**config.mk**
```make
export PLATFORM = sky130hd
export DESIGN_NAME = dskcal_ctrl
export DESIGN_NICKNAME = d
export VERILOG_FILES = /design/src/rtl/dskcal_pkg.sv /design/src/rtl/dskcal_settle_timer.sv /design/src/rtl/dskcal_code_ctr.sv /design/src/rtl/dskcal_seek_fsm.sv /design/src/rtl/dskcal_ctrl.sv
export SDC_FILE = /design/constraint.sdc
export NUM_CORES = 1
export LEC_CHECK = 0
export CORE_AREA = 3 3 40 42
export DETAILED_ROUTE_END_ITERATION = 7
export DIE_AREA = 0 0 43 45
export PLACE_DENSITY = 0.78
export SETUP_SLACK_MARGIN = 0.5
export SYNTH_ARGS = -nofsm -noshare
export SYNTH_HDL_FRONTEND = slang
export SYNTH_HIERARCHICAL = 1
export SYNTH_SLANG_ARGS = --single-unit
```
**constraint.sdc**
```tcl
create_clock -name clk -period 2.2 [get_ports clk]
set_input_delay 0.44 -clock clk [delete_from_list [all_inputs] [get_ports clk]]
set_output_delay 0.44 -clock clk [all_outputs]
set_load 0.05 [all_outputs]
```
**src/rtl/dskcal_pkg.sv**
```systemverilog
package dskcal_pkg;

  typedef enum logic {
    PH_SEEK = 1'b0,
    PH_HELD = 1'b1
  } seek_phase_t;

  typedef struct packed {
    logic step;
    logic hold;
    logic range_hit;
  } decision_t;

  // Decision for one cycle: lock wins over everything, then the judged monitor.
  function automatic decision_t decide(input logic seeking, input logic lock,
                                       input logic judge, input logic mon,
                                       input logic at_max);
    decision_t d;
    d = '0;
    if (seeking) begin
      if (lock) begin
        d.hold = 1'b1;
      end else if (judge) begin
        if (!mon) begin
          d.hold = 1'b1;
        end else if (at_max) begin
          d.hold      = 1'b1;
          d.range_hit = 1'b1;
        end else begin
          d.step = 1'b1;
        end
      end
    end
    return d;
  endfunction

endpackage

```
**src/rtl/dskcal_settle_timer.sv**
```systemverilog
module dskcal_settle_timer #(
  parameter int unsigned SETTLE_CYC = 2
) (
  input  logic clk,
  input  logic rst_n,
  input  logic run_i,
  input  logic restart_i,
  output logic ready_o
);
  localparam int unsigned TW = (SETTLE_CYC < 2) ? 1 : $clog2(SETTLE_CYC);
  localparam logic [TW-1:0] LAST = TW'(SETTLE_CYC - 1);

  logic [TW-1:0] tmr_q;
  logic          at_last;

  assign at_last = (tmr_q == LAST);
  assign ready_o = run_i && at_last;

  always_ff @(posedge clk or negedge rst_n) begin
    if (!rst_n)               tmr_q <= '0;
    else if (!run_i)          tmr_q <= '0;
    else if (restart_i)       tmr_q <= '0;
    else if (!at_last)        tmr_q <= tmr_q + TW'(1);
  end

  // a step restarts the settle window, so no judgement on the next edge unless the window is one cycle
  assert_settle_restart_R2: assert property (@(posedge clk) disable iff (!rst_n)
    (restart_i && run_i && SETTLE_CYC > 1) |=> !ready_o);

endmodule

```
**src/rtl/dskcal_code_ctr.sv**
```systemverilog
module dskcal_code_ctr #(
  parameter int unsigned CODE_W = 8
) (
  input  logic              clk,
  input  logic              rst_n,
  input  logic              step_i,
  output logic [CODE_W-1:0] code_o,
  output logic              at_max_o
);
  localparam logic [CODE_W-1:0] CODE_TOP = {CODE_W{1'b1}};

  function automatic logic [CODE_W-1:0] bump(input logic [CODE_W-1:0] c);
    return (c == CODE_TOP) ? c : c + CODE_W'(1);
  endfunction

  logic [CODE_W-1:0] code_q;

  always_ff @(posedge clk or negedge rst_n) begin
    if (!rst_n)      code_q <= '0;
    else if (step_i) code_q <= bump(code_q);
  end

  assign code_o   = code_q;
  assign at_max_o = (code_q == CODE_TOP);

  // the decision logic never requests a step at the top code
  assert_no_step_at_top_R5: assert property (@(posedge clk) disable iff (!rst_n)
    step_i |-> !at_max_o);

  // a step raises the code by exactly one
  assert_step_plus_one_R2: assert property (@(posedge clk) disable iff (!rst_n)
    step_i |=> code_q == $past(code_q) + CODE_W'(1));

endmodule

```
**src/rtl/dskcal_seek_fsm.sv**
```systemverilog
module dskcal_seek_fsm
  import dskcal_pkg::*;
(
  input  logic clk,
  input  logic rst_n,
  input  logic train_i,
  input  logic lock_i,
  input  logic mon_i,
  input  logic ready_i,
  input  logic at_max_i,
  output logic run_o,
  output logic step_o,
  output logic done_o,
  output logic err_o
);
  seek_phase_t phase_q;
  logic        err_q;
  logic        seeking;
  decision_t   dec;

  assign seeking = (phase_q == PH_SEEK);
  assign run_o   = seeking && train_i;
  assign dec     = decide(seeking, lock_i, ready_i, mon_i, at_max_i);
  assign step_o  = dec.step;
  assign done_o  = (phase_q == PH_HELD);
  assign err_o   = err_q;

  always_ff @(posedge clk or negedge rst_n) begin
    if (!rst_n) begin
      phase_q <= PH_SEEK;
      err_q   <= 1'b0;
    end else begin
      if (dec.hold)      phase_q <= PH_HELD;
      if (dec.range_hit) err_q   <= 1'b1;
    end
  end

  // a range error always comes with done
  assert_err_with_done_R9: assert property (@(posedge clk) disable iff (!rst_n)
    err_o |-> done_o);

  // done and range-error are sticky
  assert_done_sticky_R7: assert property (@(posedge clk) disable iff (!rst_n)
    done_o |=> done_o);
  assert_err_sticky_R7: assert property (@(posedge clk) disable iff (!rst_n)
    err_o |=> err_o);

  // no judgement is possible while training is low
  assert_no_judge_idle_R6: assert property (@(posedge clk) disable iff (!rst_n)
    !train_i |-> !ready_i);

endmodule

```
**src/rtl/dskcal_ctrl.sv**
```systemverilog
module dskcal_ctrl #(
  parameter int unsigned CODE_W     = 8,
  parameter int unsigned SETTLE_CYC = 2
) (
  input  logic              clk,
  input  logic              rst_n,
  input  logic              train_i,
  input  logic              lock_i,
  input  logic              mon_i,
  output logic [CODE_W-1:0] code_o,
  output logic              done_o,
  output logic              range_err_o
);
  logic run_w;
  logic step_w;
  logic ready_w;
  logic at_max_w;

  dskcal_settle_timer #(.SETTLE_CYC(SETTLE_CYC)) u_timer (
    .clk       (clk),
    .rst_n     (rst_n),
    .run_i     (run_w),
    .restart_i (step_w),
    .ready_o   (ready_w)
  );

  dskcal_seek_fsm u_fsm (
    .clk      (clk),
    .rst_n    (rst_n),
    .train_i  (train_i),
    .lock_i   (lock_i),
    .mon_i    (mon_i),
    .ready_i  (ready_w),
    .at_max_i (at_max_w),
    .run_o    (run_w),
    .step_o   (step_w),
    .done_o   (done_o),
    .err_o    (range_err_o)
  );

  dskcal_code_ctr #(.CODE_W(CODE_W)) u_ctr (
    .clk      (clk),
    .rst_n    (rst_n),
    .step_i   (step_w),
    .code_o   (code_o),
    .at_max_o (at_max_w)
  );

  // monotonic, at most one step per edge
  assert_monotonic_R8: assert property (@(posedge clk) disable iff (!rst_n)
    (code_o == $past(code_o)) || (code_o == $past(code_o) + CODE_W'(1)));

  // lock freezes the current code on the edge it is seen
  assert_lock_freezes_R4: assert property (@(posedge clk) disable iff (!rst_n)
    (lock_i && !done_o) |=> (done_o && code_o == $past(code_o) && !range_err_o));

  // the code is stable once frozen
  assert_frozen_code_R7: assert property (@(posedge clk) disable iff (!rst_n)
    done_o |=> $stable(code_o));

  // the code holds while training is low
  assert_idle_hold_R6: assert property (@(posedge clk) disable iff (!rst_n)
    !train_i |=> $stable(code_o));

endmodule

```
# After elaboration in Yosys (flattened, before gate mapping)

Cells that the tools add are included.

Register bits after elaboration: 11
Bits of input ports: 5
Output and inout bits: 10
Logic and storage cells: 25

Add/subtract/negate cells: 2
Eq/ne operators: 1
Muxes and demuxes: 13
Bitwise logic cells: 2
Reductions and logical operators: 3

Operator list:

| operator                                     | count |
|---|---|
| 2-to-1 mux 1 bit                             | 10 |
| adder 8 x 1 -> 8 bit (second input constant) | 1 |
| == test 8 bit (second input constant)        | 1 |
| 2-to-1 mux 3 bit                             | 2 |
| logical AND 1 bit                            | 2 |
| 2-to-1 mux 2 bit                             | 1 |
| inverter 1 bit                               | 2 |
| AND reduction 2 bit                          | 1 |
| adder 1 bit (second input constant)          | 1 |

# Depth between registers and ports, before layout

Gate-level depths: netlist (run 1).

Depth after elaboration: 8
Gate-level depth with buffers: 7
Depth with buffers taken out: 7

# By module

Netlist (run 1), hierarchy kept.

By module, submodules not included:

| module              | times used | cells each | area each (sq um) | seq. area each (sq um) |
|---|---|---|---|---|
| dskcal_code_ctr     | 1          | 39         | 422.9             | 200.2 |
| dskcal_seek_fsm     | 1          | 9          | 100.1             | 50.0 |
| dskcal_settle_timer | 1          | 3          | 45.0              | 25.0 |

# Worst setup path after synthesis (run 1)

OpenSTA, ideal clock, no wires.

Path type: reg2reg
From: register u_ctr.code_q[0] (netlist: u_ctr/code_o[0])
To: register u_ctr.code_q[5] (netlist: u_ctr/code_o[5])
Setup time: 0.125 ns
Arrival time: 2.168 ns
Required time: 2.075 ns
Setup slack: -0.093 ns
Stages on the path, launching flop included: 8
Buffers on the path: 0
Period minus slack after synthesis: 2.293 ns
Path through: dfrtp_1 ha_1 nand3_1 nor2_1 and4b_1 nand4_1 nor2_1 mux2_2

Longest elaborated chain between the ends: 7

RTL lines:

| item                                 | line                  | RTL |
|---|---|---|
| from (decl)                          | dskcal_code_ctr.sv:16 | `logic [CODE_W-1:0] code_q;` |
| from (signal assigned)               | dskcal_code_ctr.sv:20 | `else if (step_i) code_q <= bump(code_q);` |
| == test 8 bit                        | dskcal_code_ctr.sv:24 | `assign at_max_o = (code_q == CODE_TOP);` |
| net at_max_w                         | dskcal_ctrl.sv:17     | `logic at_max_w;` |
| 2-to-1 mux 1 bit                     | dskcal_pkg.sv:26      | `end else if (at_max) begin` |
| 2-to-1 mux 1 bit                     | dskcal_pkg.sv:24      | `if (!mon) begin` |
| 2-to-1 mux 3 bit                     | dskcal_pkg.sv:23      | `end else if (judge) begin` |
| 2-to-1 mux 1 bit                     | dskcal_pkg.sv:21      | `if (lock) begin` |
| 2-to-1 mux 3 bit                     | dskcal_pkg.sv:20      | `if (seeking) begin` |
| net step_w                           | dskcal_ctrl.sv:15     | `logic step_w;` |
| AND reduction 2 bit (no source line) | n/a                   |  |

The timed path passes the listed nets, and every way through them passes these cells.
A chain may end at the register's enable or synchronous reset.

# Final worst setup path (run 1)

From: register u_ctr.code_q[6] (netlist: u_ctr/code_o[6])
To: output code_o[6]

RTL lines:

| item      | line              | RTL |
|---|---|---|
| to (decl) | dskcal_ctrl.sv:10 | `output logic [CODE_W-1:0] code_o,` |

No word-level cell between the ends.

==> results of run 1 <==
## cells in the final DEF (no fill, tap or decap), drive strengths merged, types with 2 or more instances in the layout
| cell | n |
|---|---|
| nor2 | 3 |
| dfrtp | 11 |
| mux2 | 3 |
| nor2b | 2 |
| clkbuf | 5 |
| inv | 3 |
| clkdlybuf4s15 | 5 |
| a21oi | 2 |
| nand2 | 3 |
| nor3 | 2 |
| clkdlybuf4s50 | 3 |
| nand3 | 2 |
| o21ai | 4 |
| nand4 | 4 |
| buf | 14 |
| dlygate4sd2 | 5 |
## per-layer routing
| layer | GRT usage (%) | routed length (um) | up-vias | share of wire (%) |
|---|---|---|---|---|
| met2 | 26.9 | 680 | 10 | 48 |
| met5 | 0 | 0 | - | 0 |
| met3 | 3.98 | 44 | 6 | 3.1 |
| met4 | 12.7 | 50 | 0 | 3.5 |
| li1 | - | - | 254 | - |
| met1 | 18.0 | 645 | 251 | 45 |
## worst paths after layout
kind                            startpoint              end  slack (ps)  depth (start not counted)
hold reg to reg                u_fsm/err_o      u_fsm/err_o         480                          1
min in group asynchronous            rst_n  u_ctr/code_o[6]         490                          1
setup reg to reg           u_ctr/code_o[1]  u_ctr/code_o[5]         480                          7
max in group asynchronous            rst_n  u_ctr/code_o[0]        1350                          1
hold / removal                 u_fsm/err_o      u_fsm/err_o         480                          1
setup / recovery           u_ctr/code_o[6]        code_o[6]         480                          1
## report_power, final
part	switching, uW	internal (uW)	leakage [uW]
Sequential	0.283	202	0.000129
Clock	73.7	70.3	0.0000150
Combinational	6.25	6.72	0.000252
Total	80.2	279	0.000396
## metrics by stage
| step | utilization [%] | hold WS, ps | total power, uW | worst slack, ps |
|---|---|---|---|---|
| CTS | 66.8 | 485 | 359 | 458 |
| detailed placement | 61.3 | 474 | 220 | 38.0 |
| global route | 71.5 | 517 | 378 | 410 |
| global placement | 61.3 | 464 | 220 | 87.1 |
| finish | 71.5 | 482 | 359 | 478 |
| floorplan | - | 144 | 208 | 233 |
## repair_timing
action                     CTS  global route
setup endpoints to repair   16            11
setup buffers                7             5
gates resized for setup     14            10
pin swaps                    4             2
## final cells by class
| cell class | instances | area (um2) | share of cell area, % |
|---|---|---|---|
| timing repair buffer | 28 | 238 | 25.9 |
| inverter | 3 | 11.3 | 1.23 |
| sequential | 11 | 284 | 30.9 |
| clock buffer | 4 | 26.3 | 2.86 |
| multi-input combinational | 37 | 340 | 37.1 |
| tap | 15 | 18.8 | 2.04 |
## registers in the layout (all words and copies together), names as in the netlist
signal           cells
u_ctr/code_o         8
u_fsm/done_o         1
u_fsm/err_o          1
u_timer/at_last      1
## cells in the mapped netlist, types with 2 or more instances
cell type	count	area [um2]
nand3_1	2	10.0
a21oi_1	2	10.0
nor3_1	2	10.0
nand2_1	3	11.3
nor2_1	2	7.51
nand4_1	3	18.8
mux2_2	2	22.5
inv_1	3	11.3
o21ai_0	3	15.0
dfrtp_1	11	275
## logic make-up (layout without fill, tap and decap cells)
family	count (synthesis)	after routing	synth area share [%]
compound gates	11	11	13.7
xor+xnor	1	1	1.54
fa+ha+maj	1	1	2.20
buf+inv	3	35	1.98
flops	11	11	48.5
mux	4	4	7.71
simple gates	20	20	24.5
==> metrics.yaml, run 1 <==
cp.arrival_ps: 1280
die_h_um: 45
vias: 521
avgSynthCellArea_um2: 11.1
worst_hold_path_type: "reg -> reg"
hold_viol_final: 0
cts.htree.levels: 1
path_class: "reg -> out"
track_usage_pct: 16.3
dr.pass1.iters: 4
first_iter_violations: 15
dp_hpwl_um: 917
period_share_pct: 78.3
drc: 0
pwr_density_cell_nw_per_um2: 391
clock_path_buffers: 2
design.core.area_um2: 1280
outcome: "complete, no violations"
finalMaxSlewViolations: 0
ys_ff_latch: 11
grt_pass1_wl_mm: 2.28
drive_gt1_share_pct: 48.2
async_flop_share_pct: 100
tightestPinTransition_ps: 499
slew_headroom_pct: 66.9
cpPeakStageDelay_ps: 540
drtAntennaViolNets: 0
period_needed_ps: 1720
wl_per_cell_um: 14.5
antenna_cells: 0
startpoint_type: "flop"
cp.required_ps: 1760
start_util_pct: 44.2
boundaryPins: 15
cts_root_buf: "clkbuf_4"
maxCapViolations: 0
stdcell_area_um2: 918
synth-seq-area-share_pct: 48.5
synth-edff-count: 0
cts_tree: "done"
fillerInstances: 104
worstPathCellList: "clkdlybuf4s15_1"
grt.overflow.total: 0
numCtsBuffers: 3
clock.fmax_ghz: 0.581
wirelength_mm: 1.42
cts_hold_buf: 0
synth-warning-count: 6
cp_slowest_cell: "clkdlybuf4s15_1"
yosysUniqueCellTypes: 28
rsz0062_at_grt: "true"
critPathTopFamily: "buffers and inverters"
grt_pass1_vias: 508
gp_congestion: 0.763
nets: 90
worstSetupEndpointType: "output port"
numClockSinks: 11
area_growth_pct: 61.7
fin_skew_ps: 2.17
synth_fp_nets: 57
instances_no_fill: 98
numPortBuffers: 14
clk_latency_ps: 270
dieWidth_um: 43
setup_viol_count_final: 0
worstPathMaxFanout: 6
syn_inst: 51
p_leak_uw: 0.000396
clk_pin_slew_ps: 70
grt_max_degree: 12
peakVddDrop_mv: 0.359
cp_num_buf_inv: 1
synth_flop_cell: "dfrtp_1"
antenna_found_initial: 0
dp_cells: 82
placementRows: 13
syn_area_um2: 568
fin_setup_tns_ps: 0
avgViaCountPerCell: 5.32
die-area_um2: 1940
place_area_um2: 788
Power figures use the tool's default switching activity.
==> run 2: changes to the inputs <==
clock period = 1.8 ns   (was 2.2 ns; I/O delays follow)
==> run 2 against run 1 <==
Effect of this change: cell area up 19%; sequential power rose by 22%; routed wire length up 26%; final cell count increased by 14%; via count is 18% higher; clock skew hardly changed; sequential share of layout area decreased by 4.7 points; worst setup slack worse by 410 ps; clock power grew 19%.
==> metrics.yaml, run 2 (synthesis gave the netlist of run 1 again) <==
outcome: "complete, no violations"
cts_tree: "done"
vias: 614
grt_pass1_wl_mm: 2.48
drc: 0
layout.cells.most_common: "buf_4"
dp_cells: 94
cts_root_buf: "clkbuf_4"
area_growth_pct: 91.9
tightestPinTransition_ps: 486
grt.overflow.total: 0
clock.fmax_ghz: 0.577
worst_hold_path_type: "in -> async"
totalPowerFinal_uw: 439
die-area_um2: 1940
instances_no_fill: 112
nets: 104
worstSetupEndpointType: "flop"
antenna_cells: 0
largest_reg_flops: 8
cts.htree.levels: 1
fin_skew_ps: 2.11
fin_util_pct: 84.8
peakVddDrop_mv: 0.365
grt_max_degree: 12
numCtsBuffers: 3
path_class: "reg -> reg"
die_h_um: 45
fin_setup_tns_ps: 0
p_leak_uw: 0.000490
wirelength_mm: 1.79
drive_gt1_share_pct: 67.0
r2r-start: "u_ctr/code_o[1]"
start_util_pct: 44.2
clock_path_buffers: 2
setup_viol_count_final: 0
grt_pass1_vias: 543
boundaryPins: 15
track_usage_pct: 18.0
dieWidth_um: 43
cp.arrival_ps: 1890
slew_headroom_pct: 67.5
numPortBuffers: 14
r2r_setup_slack_ps: 70
maxCapViolations: 0
finalMaxSlewViolations: 0
first_iter_violations: 7
clk_pin_slew_ps: 70
layout_common_cells: "buf_4, buf_6, dfrtp_2"
wl_per_cell_um: 15.9
avgViaCountPerCell: 5.48
cp.required_ps: 1960
dr.pass1.iters: 4
fillerInstances: 65
antenna_found_initial: 0
rsz0062_at_grt: "true"
design.core.area_um2: 1280
pwr_density_cell_nw_per_um2: 403
place_area_um2: 853
period_share_pct: 96.3
drtAntennaViolNets: 0
gp_congestion: 0.789
placementRows: 13
clk_latency_ps: 270
worstPathMaxFanout: 3
hold_viol_final: 0
startpoint_type: "flop"
numClockSinks: 11
stdcell_area_um2: 1090
period_needed_ps: 1730
dp_hpwl_um: 950
crit_path_start: "u_ctr/code_o[1]"
run 2: cell types whose count changed in the layout (fill, tap and decap cells not counted), moves of 4 or more:
cell             before  now
buf_6                 1   10
buf_4                13   22
clkdlybuf4s15_1       5    0
buf_8                 0    5
dlygate4sd2_1         5    1
run 2: worst paths after layout:
kind                                        end  cells after the start
worst max register to register  u_ctr/code_o[5]                      7
min in group clk                    u_fsm/err_o                      1
worst min register to register      u_fsm/err_o                      1
max in group asynchronous          u_fsm/done_o                      1
worst min-delay path            u_ctr/code_o[7]                      1
worst max-delay path            u_ctr/code_o[5]                      7
run 2: power by group:
part	internal [uW]	leakage (uW)	total (uW)	switching (uW)
Combinational	10.5	0.000347	19.0	8.49
Clock	85.9	0.0000150	172	86.4
Sequential	247	0.000127	247	0.310
Total	344	0.000490	439	95.2
run 2: area by class of cell:
cell class | instances | area [um2] | share of cell area, %
Inverter | 3 | 11.3 | 1.03
Multi-Input combinational cell | 37 | 337 | 30.9
Sequential cell | 11 | 285 | 26.2
Tap cell | 15 | 18.8 | 1.72
Clock buffer | 4 | 26.3 | 2.41
Timing Repair Buffer | 42 | 412 | 37.8
run 2: metrics by stage:
step / hold WS, ps / worst slack, ps
finish: 413 / 66.0
global route: 431 / 13.2
detailed placement: 457 / -253
floorplan: 64.4 / -167
global placement: 458 / -205
CTS: 426 / 107
run 2: what timing repair did:
action	in CTS	in global routing
setup endpoints to repair	15	17
pin swaps	5	0
gates resized for setup	16	12
hold buffers	0	0
buffers inserted	2	12
run 2: metal layers:
metal  track usage [%]  vias up  part of all wire [%]
li1                  -      283                     -
met1              22.2      295                    42
met2              28.4       25                    48
met3              2.39       11                   3.9
met4              14.5        0                   6.4
met5                 0        -                     0
run 2: worst max-delay path, stage by stage (launching register included):
cell     delay (ps)
dfrtp_2         430
ha_4            180
nand3_4          90
nor2_4           40
and4b_2         300
nand4_1         110
nor2_1          150
mux2_4          310
